===== config.mk =====
export PLATFORM = sky130hd
export DESIGN_NAME = exc_vector_unit
export DESIGN_NICKNAME = d
export VERILOG_FILES = /design/src/rtl/exc_vec_pkg.sv /design/src/rtl/exc_irq_vec.sv /design/src/rtl/exc_target.sv /design/src/rtl/exc_vector_unit.sv
export SDC_FILE = /design/constraint.sdc
export NUM_CORES = 1
export LEC_CHECK = 0
export BUFFER_PORTS_ARGS = -buffer_cell sky130_fd_sc_hd__buf_4
export CORE_ASPECT_RATIO = 0.6
export CORE_MARGIN = 2
export CORE_UTILIZATION = 57
export CTS_CLUSTER_DIAMETER = 60
export DETAILED_ROUTE_END_ITERATION = 10
export PLACE_DENSITY = 0.85
export SYNTH_ARGS = -nofsm -noshare
export SYNTH_HDL_FRONTEND = slang
export SYNTH_SLANG_ARGS = --single-unit

===== constraint.sdc =====
create_clock -name clk -period 16.1 [get_ports clk]
set_clock_uncertainty 0.1 [all_clocks]
set_input_delay 1.61 -clock clk [delete_from_list [all_inputs] [get_ports clk]]
set_output_delay 1.61 -clock clk [all_outputs]
set_load 0.05 [all_outputs]

===== src/rtl/exc_vec_pkg.sv =====
package exc_vec_pkg;

  localparam int ADDR_W = 32;

  localparam logic [ADDR_W-1:0] OFS_COMMON = 32'h0000_0180;
  localparam logic [ADDR_W-1:0] OFS_REFILL = 32'h0000_0000;
  localparam logic [ADDR_W-1:0] OFS_CACHE  = 32'h0000_0100;
  localparam logic [ADDR_W-1:0] OFS_IRQ    = 32'h0000_0200;
  localparam logic [ADDR_W-1:0] OFS_DEBUG  = 32'h0000_0480;
  localparam logic [ADDR_W-1:0] BOOT_SHIFT = 32'h0000_0200;
  localparam logic [ADDR_W-1:0] KSEG_UNC   = 32'hA000_0000;
  localparam logic [ADDR_W-1:0] CERR_MASK  = 32'h1FFF_F000;
  localparam int DBG_N = 6;

  typedef enum logic [4:0] {
    K_IRQ    = 5'd0,
    K_TLBL   = 5'd2,
    K_TLBS   = 5'd3,
    K_NMI    = 5'd16,
    K_SRST   = 5'd17,
    K_DSTEP  = 5'd25,
    K_DIRQ   = 5'd26,
    K_DIBRK  = 5'd27,
    K_DSWBP  = 5'd28,
    K_DSTORE = 5'd29,
    K_CERR   = 5'd30,
    K_DLOAD  = 5'd31
  } exc_kind_e;

  function automatic logic kind_is_debug(input logic [4:0] k);
    return (k >= 5'd25 && k <= 5'd29) || k == 5'd31;
  endfunction

  function automatic logic kind_is_errent(input logic [4:0] k);
    return k == K_NMI || k == K_SRST;
  endfunction

  function automatic logic [DBG_N-1:0] debug_flag(input logic [4:0] k);
    logic [DBG_N-1:0] f;
    f = '0;
    if (k == K_DLOAD) f[DBG_N-1] = 1'b1;
    else if (kind_is_debug(k)) f[k - 5'd25] = 1'b1;
    return f;
  endfunction

  function automatic logic [ADDR_W-1:0] resume_pc(input logic [ADDR_W-1:0] pc,
                                                  input logic delay);
    return delay ? pc - 32'd4 : pc;
  endfunction

  function automatic logic [ADDR_W-1:0] spaced_offset(input logic [ADDR_W-1:0] vec,
                                                      input logic [ADDR_W-1:0] spc);
    return OFS_IRQ + vec * (spc << 5);
  endfunction

endpackage


===== src/rtl/exc_irq_vec.sv =====
module exc_irq_vec #(
  parameter int IRQ_W = 8
) (
  input  logic [IRQ_W-1:0] ip,
  input  logic [IRQ_W-1:0] im,
  input  logic             eic,
  output logic [31:0]      vec
);
  localparam int IDX_W = (IRQ_W > 1) ? $clog2(IRQ_W) : 1;

  logic [IRQ_W-1:0] live;
  logic [IRQ_W-1:0] top_hot;
  logic [IDX_W-1:0] top_idx;

  assign live = ip & im;

  genvar g;
  generate
    for (g = 0; g < IRQ_W; g++) begin : g_top
      if (g == IRQ_W - 1) begin : g_msb
        assign top_hot[g] = live[g];
      end else begin : g_low
        assign top_hot[g] = live[g] & ~(|live[IRQ_W-1:g+1]);
      end
    end
  endgenerate

  always_comb begin
    top_idx = '0;
    for (int i = 0; i < IRQ_W; i++) begin
      if (top_hot[i]) top_idx = top_idx | IDX_W'(i);
    end
  end

  assign vec = eic ? 32'(ip) : 32'(top_idx);
endmodule


===== src/rtl/exc_target.sv =====
module exc_target #(
  parameter int SPC_W = 5
) (
  input  logic [4:0]       kind,
  input  logic             nomatch,
  input  logic             exl,
  input  logic             bev,
  input  logic             iv,
  input  logic [SPC_W-1:0] spacing,
  input  logic [31:0]      vec,
  input  logic [31:0]      ebase,
  input  logic [31:0]      boot,
  output logic [31:0]      target,
  output logic             refill_hit,
  output logic             vint_hit
);
  import exc_vec_pkg::*;

  logic [31:0] base;
  logic [31:0] offset;
  logic        is_cerr;

  assign base       = bev ? boot + BOOT_SHIFT : {ebase[31:12], 12'h000};
  assign is_cerr    = kind == K_CERR;
  assign refill_hit = (kind == K_TLBL || kind == K_TLBS) && nomatch && !exl;
  assign vint_hit   = kind == K_IRQ && iv;

  always_comb begin
    if (refill_hit)                          offset = OFS_REFILL;
    else if (is_cerr)                        offset = OFS_CACHE;
    else if (vint_hit && (bev || spacing == '0)) offset = OFS_IRQ;
    else if (vint_hit)                       offset = spaced_offset(vec, 32'(spacing));
    else                                     offset = OFS_COMMON;
  end

  always_comb begin
    if (is_cerr && !bev) target = (KSEG_UNC | (ebase & CERR_MASK)) + offset;
    else                 target = base + offset;
  end
endmodule


===== src/rtl/exc_vector_unit.sv =====
module exc_vector_unit #(
  parameter int IRQ_W = 8,
  parameter int SPC_W = 5
) (
  input  logic             clk,
  input  logic             rst_n,
  input  logic             req_valid,
  input  logic [4:0]       req_kind,
  input  logic [31:0]      cur_pc,
  input  logic             in_delay,
  input  logic             tlb_nomatch,
  input  logic             st_exl,
  input  logic             st_bev,
  input  logic [IRQ_W-1:0] st_im,
  input  logic             ca_iv,
  input  logic [IRQ_W-1:0] ca_ip,
  input  logic [SPC_W-1:0] vec_spacing,
  input  logic [31:0]      ebase,
  input  logic             eic_mode,
  input  logic [31:0]      boot_base,
  output logic             rsp_valid,
  output logic [31:0]      next_pc,
  output logic             code_we,
  output logic [4:0]       exc_code,
  output logic             epc_we,
  output logic [31:0]      epc_val,
  output logic             bd_we,
  output logic             bd_val,
  output logic             exl_set,
  output logic             erl_set,
  output logic             bev_set,
  output logic             errpc_we,
  output logic [31:0]      errpc_val,
  output logic             depc_we,
  output logic [31:0]      depc_val,
  output logic [5:0]       dbg_flags
);
  import exc_vec_pkg::*;

  logic        is_debug;
  logic        is_errent;
  logic        is_general;
  logic        refill_hit;
  logic        vint_hit;
  logic [31:0] irq_vec;
  logic [31:0] gen_target;
  logic [31:0] resume;
  logic [31:0] tgt_c;
  logic        save_epc;

  assign is_debug   = kind_is_debug(req_kind);
  assign is_errent  = kind_is_errent(req_kind);
  assign is_general = !is_debug && !is_errent;
  assign resume     = resume_pc(cur_pc, in_delay);
  assign save_epc   = is_general && !st_exl;

  exc_irq_vec #(.IRQ_W(IRQ_W)) u_vec (
    .ip  (ca_ip),
    .im  (st_im),
    .eic (eic_mode),
    .vec (irq_vec)
  );

  exc_target #(.SPC_W(SPC_W)) u_tgt (
    .kind       (req_kind),
    .nomatch    (tlb_nomatch),
    .exl        (st_exl),
    .bev        (st_bev),
    .iv         (ca_iv),
    .spacing    (vec_spacing),
    .vec        (irq_vec),
    .ebase      (ebase),
    .boot       (boot_base),
    .target     (gen_target),
    .refill_hit (refill_hit),
    .vint_hit   (vint_hit)
  );

  always_comb begin
    if (is_debug)       tgt_c = boot_base + OFS_DEBUG;
    else if (is_errent) tgt_c = boot_base;
    else                tgt_c = gen_target;
  end

  always_ff @(posedge clk) begin
    if (!rst_n) begin
      rsp_valid <= 1'b0;
      next_pc   <= '0;
      code_we   <= 1'b0;
      exc_code  <= '0;
      epc_we    <= 1'b0;
      epc_val   <= '0;
      bd_we     <= 1'b0;
      bd_val    <= 1'b0;
      exl_set   <= 1'b0;
      erl_set   <= 1'b0;
      bev_set   <= 1'b0;
      errpc_we  <= 1'b0;
      errpc_val <= '0;
      depc_we   <= 1'b0;
      depc_val  <= '0;
      dbg_flags <= '0;
    end else begin
      rsp_valid <= req_valid;
      next_pc   <= tgt_c;
      code_we   <= req_valid && is_general;
      exc_code  <= is_general ? req_kind : 5'd0;
      epc_we    <= req_valid && save_epc;
      epc_val   <= resume;
      bd_we     <= req_valid && save_epc;
      bd_val    <= in_delay;
      exl_set   <= req_valid && is_general;
      erl_set   <= req_valid && is_errent;
      bev_set   <= req_valid && is_errent;
      errpc_we  <= req_valid && is_errent;
      errpc_val <= resume;
      depc_we   <= req_valid && is_debug;
      depc_val  <= (req_kind == K_DSTEP) ? cur_pc : resume;
      dbg_flags <= req_valid ? debug_flag(req_kind) : '0;
    end
  end
endmodule


# Word level (Yosys, flattened, before mapping)
# Cells that the tools add are included.
[totals]
out_inout_bits = 149
register_bits = 113
[classes]
mul = 1
order_cmp = 4
mux = 22
bitwise_logic = 16
n_reduce_logical = 31
n_eq_ne = 7
addsub = 7
[op_table]
columns = ["cell", "count"]
rows = [
  ["2-to-1 mux 32 bit", 10],
  ["adder 32 bit", 2],
  ["adder 10 x 32 -> 32 bit, first input constant", 1],
  ["adder 32 x 10 -> 32 bit, second input constant", 1],
  ["adder 32 x 11 -> 32 bit, second input constant", 1],
  ["subtractor 32 x 3 -> 32 bit, second input constant", 1],
  ["== test 5 bit, second input constant", 5],
  ["logical AND 1 bit", 13],
  ["multiplier 8 x 5 -> 13 bit", 1],
  ["2-to-1 mux 3 bit", 4],
  ["== test 5 x 2 -> 1 bit, second input constant", 2],
  ["zero test 5 bit", 2],
  ["NOT 1 bit", 9],
  ["AND 8 bit", 1],
  ["2-to-1 mux 8 bit", 1],
  ["OR reduction 4 bit", 2],
  ["AND 1 bit", 6],
  ["2-to-1 mux 6 bit", 1],
  ["OR reduction 6 bit", 1],
  [">= comparator 5 x 1 -> 1 bit, second input constant", 1],
  [">= comparator 5 bit, second input constant", 1],
  ["less-or-equal comparator 5 bit, second input constant", 1],
  ["less-than comparator 5 x 4 -> 1 bit, second input constant", 1],
  ["OR reduction 5 bit", 1],
  ["other kinds (9)", 19],
]

# Depth between registers and ports, before layout
[depth]
depth_word = 22
mapped_depth = 35
depth_no_buf = 34

# By module
# Synthesis repeated with hierarchy kept, for this count alone.
[hier_totals]
hier_cells = 1707
hier_area_um2 = 13201.4
[by_module_without_submodules]
columns = ["mod", "instances", "area_per_inst_um2", "cells_per_inst", "seq_area_each_um2"]
rows = [
  ["exc_target", 1, 7563.5, 1030, 0.0],
  ["exc_vector_unit", 1, 5322.6, 627, 2222.1],
  ["exc_irq_vec", 1, 315.3, 50, 0.0],
]

# Worst setup path before layout
# OpenSTA, ideal clock, no wires.
[synth_path]
kind = "in2reg"
from = "input port st_im[5]"
to = "register next_pc[29]"
required_time_ns = 15.871
t_arrival_ns = 8.384
cell_stages = 30
path_slack_ns = 7.487
n_path_buf = 1
path_cell_list = "a22o_1 > a211o_1 > a31oi_1 > a21oi_1 > nand2b_1 > fa_1 > fa_1 > fa_1 > inv_1 > ha_1 > o21ai_0 > nor4_1 > or2_2 > or3b_2 > nor2_1 > xor2_1 > nor2_1 > ha_1 > nand3_1 > nor2_1 > a221o_1 > nor2_1 > a211o_1 > a21oi_1 > a21oi_1 > a311o_1 > buf_2 > o31a_1 > a2111oi_0 > o41ai_1"
[synth_via]
elab_chain_cells = 22
elab_cells_between_ends = 33
[synth_rtl]
columns = ["item", "line", "text"]
rows = [
  ["start: declaration", "exc_vector_unit.sv:14", "input logic [IRQ_W-1:0] st_im,"],
  ["AND 8 bit *", "exc_irq_vec.sv:15", "assign live = ip & im;"],
  ["OR reduction 6 bit", "exc_irq_vec.sv:23", "assign top_hot[g] = live[g] & ~(|live[IRQ_W-1:g+1]);"],
  ["NOT 1 bit", "exc_irq_vec.sv:23", ""],
  ["AND 1 bit", "exc_irq_vec.sv:23", ""],
  ["2-to-1 mux 1 bit", "exc_irq_vec.sv:31", "if (top_hot[i]) top_idx = top_idx | IDX_W'(i);"],
  ["2-to-1 mux 2 bit (2 in a row)", "exc_irq_vec.sv:31", ""],
  ["2-to-1 mux 3 bit", "exc_irq_vec.sv:31", ""],
  ["2-to-1 mux 3 bit * (3 in a row)", "exc_irq_vec.sv:31", ""],
  ["[3 not listed]", "n/a", ""],
  ["2-to-1 mux 32 bit *", "exc_target.sv:32", "else if (vint_hit) offset = spaced_offset(vec, 32'(spacing));"],
  ["2-to-1 mux 32 bit *", "exc_target.sv:31", "else if (vint_hit && (bev || spacing == '0)) offset = OFS_IRQ;"],
  ["2-to-1 mux 32 bit *", "exc_target.sv:30", "else if (is_cerr) offset = OFS_CACHE;"],
  ["2-to-1 mux 32 bit *", "exc_target.sv:29", "if (refill_hit) offset = OFS_REFILL;"],
  ["adder 32 bit, on equally long branches", "exc_target.sv:38, exc_target.sv:37", ""],
  ["2-to-1 mux 32 bit *", "exc_target.sv:37", "if (is_cerr && !bev) target = (KSEG_UNC | (ebase & CERR_MASK)) + offset;"],
  ["2-to-1 mux 32 bit *", "exc_vector_unit.sv:81", "else if (is_errent) tgt_c = boot_base;"],
  ["2-to-1 mux 32 bit *", "exc_vector_unit.sv:80", "if (is_debug) tgt_c = boot_base + OFS_DEBUG;"],
  ["end signal: assignment", "exc_vector_unit.sv:105", "next_pc <= tgt_c;"],
  ["end: declaration", "exc_vector_unit.sv:22", "output logic [31:0] next_pc,"],
]
# Mark *: on every way between the ends. The rest lies on a longest branch, timed or not.
# A chain may end at the register's enable or synchronous reset.

# Worst setup path in the final report
[layout_path]
from = "input port ca_ip[5]"
to = "register next_pc[29]"
[layout_via]
elab_chain_cells = 22
elab_cells_between_ends = 33
[layout_rtl]
columns = ["item", "line", "text"]
rows = [
  ["start: declaration", "exc_vector_unit.sv:16", "input logic [IRQ_W-1:0] ca_ip,"],
  ["AND 8 bit", "exc_irq_vec.sv:15", ""],
  ["OR reduction 6 bit", "exc_irq_vec.sv:23", ""],
  ["NOT 1 bit", "exc_irq_vec.sv:23", ""],
  ["AND 1 bit", "exc_irq_vec.sv:23", ""],
  ["2-to-1 mux 1 bit", "exc_irq_vec.sv:31", ""],
  ["2-to-1 mux 2 bit (2 in a row)", "exc_irq_vec.sv:31", ""],
  ["2-to-1 mux 3 bit (4 in a row)", "exc_irq_vec.sv:31", ""],
  ["2-to-1 mux 8 bit *", "exc_irq_vec.sv:35", "assign vec = eic ? 32'(ip) : 32'(top_idx);"],
  ["[2 not listed]", "n/a", ""],
  ["2-to-1 mux 32 bit *", "exc_target.sv:32", ""],
  ["2-to-1 mux 32 bit *", "exc_target.sv:31", ""],
  ["2-to-1 mux 32 bit *", "exc_target.sv:30", ""],
  ["2-to-1 mux 32 bit *", "exc_target.sv:29", ""],
  ["adder 32 bit, on equally long branches", "exc_target.sv:38, exc_target.sv:37", ""],
  ["2-to-1 mux 32 bit *", "exc_target.sv:37", ""],
  ["2-to-1 mux 32 bit *", "exc_vector_unit.sv:81", ""],
  ["2-to-1 mux 32 bit *", "exc_vector_unit.sv:80", ""],
]
# Marks and branches as above.

==> out/metrics.cfg <==
[floorplanning]
die_w_um=168
start_util_pct=59.2
boundaryPins=280
die_h_um=102
die_area_um2=17200
core_um2=15500
num_rows=35

[power]
fin_total_pwr_uw=891
peakVddDrop_v=0.0000481
powerDensity_nw_per_um2=79.1
power_leakage_uw=0.00498

[routing]
via_per_inst=6.08
drtIter0Drc=1256
wire_per_inst_um=18.9
drc=0
firstDrtPassIters=6
vias=9764
final_antenna_net_count=0
drt_wl_total_um=30300

[worst_setup_path]
critPathRequiredTime_ps=16200
cp_top_family=compound AO/OA/AOI/OAI gates
cp.arrival_ps=9490
max_stage_delay_ps=540
crit_top_cell=nor2_1
start_kind=input pin
end_kind=flop
path_max_fanout=9
critPathKind=input pin to flop
critPathBufInv=2
slowest_stage=fa_1

[layout]
multiInputGateArea_um2=6240
antenna_cells=0
num-nets-final=1596
drive_gt1_share_pct=22.6
final_common_cell=buf_4
final_cell_area_um2=11300
n_fill_cell=1269
layout.area.seq_um2=2220
synthToLayoutAreaGrowth_pct=22.4
layout_common_cells=buf_4, nor2_1, dfxtp_1

[outcome]
status=complete, no violations

[grt]
use_met2_pct=51.4
grt-ovfl-total=0
grt_pass1_vias=8878
antenna_found_initial=1
grt_util_met3_pct=9.30
top_usage_layer=met2
grt_pass1_wl_um=46500
grt_max_degree=76
grt_use_total_pct=34.0
use_met1_pct=48.6

[clock_tree]
cts_tree=done
path_clk_slew_ps=90
cts-root-to-sink-buffers=2
numCtsBuffers=9
post_cts_buffers=0
cts_resized=0
cts-root-buf=clkbuf_16
cts_sinks=111
cts_hold_buffers=0
htree_num_levels=3

[logic_synthesis]
synth-edff-count=0
syn_area_per_cell_um2=7.57
ys_types=80
synth_area_leaders=dfxtp_1, ha_1, nor2_1
synthCells=1215
synth_top_area_share_pct=24.1
async_flop_share_pct=0
yosysTopAreaCell=dfxtp_1
synthesis.nets=1412
netlist_area_um2=9200
synth_seq_cells=111
yosys_warnings=0
yosys_most_used_dff=dfxtp_1
ys_seq_area_share_pct=24.1

[place]
place_area_um2=11000
portBuffers=266
dp_hpwl_um=23300
place.gp.congestion=1.01

[timing]
min_period_ps=9390
finalHoldViolCount=0
finalCritPeriodShare_pct=58.3
slew_violations=0
rsz0062_at_grt=no
slew_headroom_pct=11.5
finalSetupTns_ps=0
setup_viol=0
tightestPinTransition_ps=1320
fmax_ghz=0.106

[flow_run]
maxCapViolations=0

[min_path]
hp-class=input pin to flop

[area by class of cell]
type	count	share of cell area [%]
Multi-Input combinational cell	948	55.4
Sequential cell	111	19.7
Timing Repair Buffer	272	18.1
Tap cell	203	2.25
Clock buffer	10	2.03
Inverter	57	1.90
Clock inverter	6	0.555
[Yosys cell counts, drive strengths merged, types with 16 or more instances]
library cell  count
a21oi            87
a31oi            16
and2             28
and3             25
buf              51
clkbuf           48
dfxtp           111
fa               20
ha               46
inv              57
nand2            95
nand3            63
nor2            144
nor3             33
o21ai            56
or3              35
xnor2            46
xor2             57
[layer usage]
layer | vias up | part of all wire, %
li1 | 4613 | -
met1 | 4515 | 45
met2 | 581 | 42
met3 | 55 | 11
met4 | 0 | 1.7
met5 | - | 0
[report_power, final]
part | total (uW) | switching [uW] | internal [uW] | leakage, uW
Clock | 227 | 117 | 110 | 0.000143
Sequential | 298 | 6.67 | 292 | 0.000922
Combinational | 366 | 237 | 129 | 0.00392
[sequential cells by signal, indices dropped and copies added (netlist names)]
name       cells
errpc_val     32
next_pc       32
depc_val      30
dbg_flags      6
exc_code       5
bd_val         1
bd_we          1
depc_we        1
errpc_we       1
exl_set        1
rsp_valid      1
[worst paths after layout]
check	from	end	slack (ps)	depth (start not counted)
worst max-delay path	ca_ip[5]	next_pc[29]	6710	30
worst min-delay path	boot_base[2]	next_pc[2]	1370	3
[through the flow]
stage,setup slack [ps],utilization (%),hold slack (ps),cells
after floorplan,7490,-,1620,1215
after global placement,6630,70.6,1720,1591
after detailed placement,6480,70.6,1730,1591
after CTS,6830,72.5,1370,1607
after global routing,6270,72.5,1360,1607
final,6710,72.5,1370,1607
[logic make-up after synthesis]
kind of cell / share of synthesized area (%)
AND/OR/NAND/NOR: 28.1
AO/OA/AOI/OAI: 18.0
buffers and inverters: 8.08
flip-flops: 24.1
XOR/XNOR: 9.80
adder cells (fa/ha/maj): 10.7
multiplexers: 1.11
No activity file was read; power rests on OpenSTA's default activity.
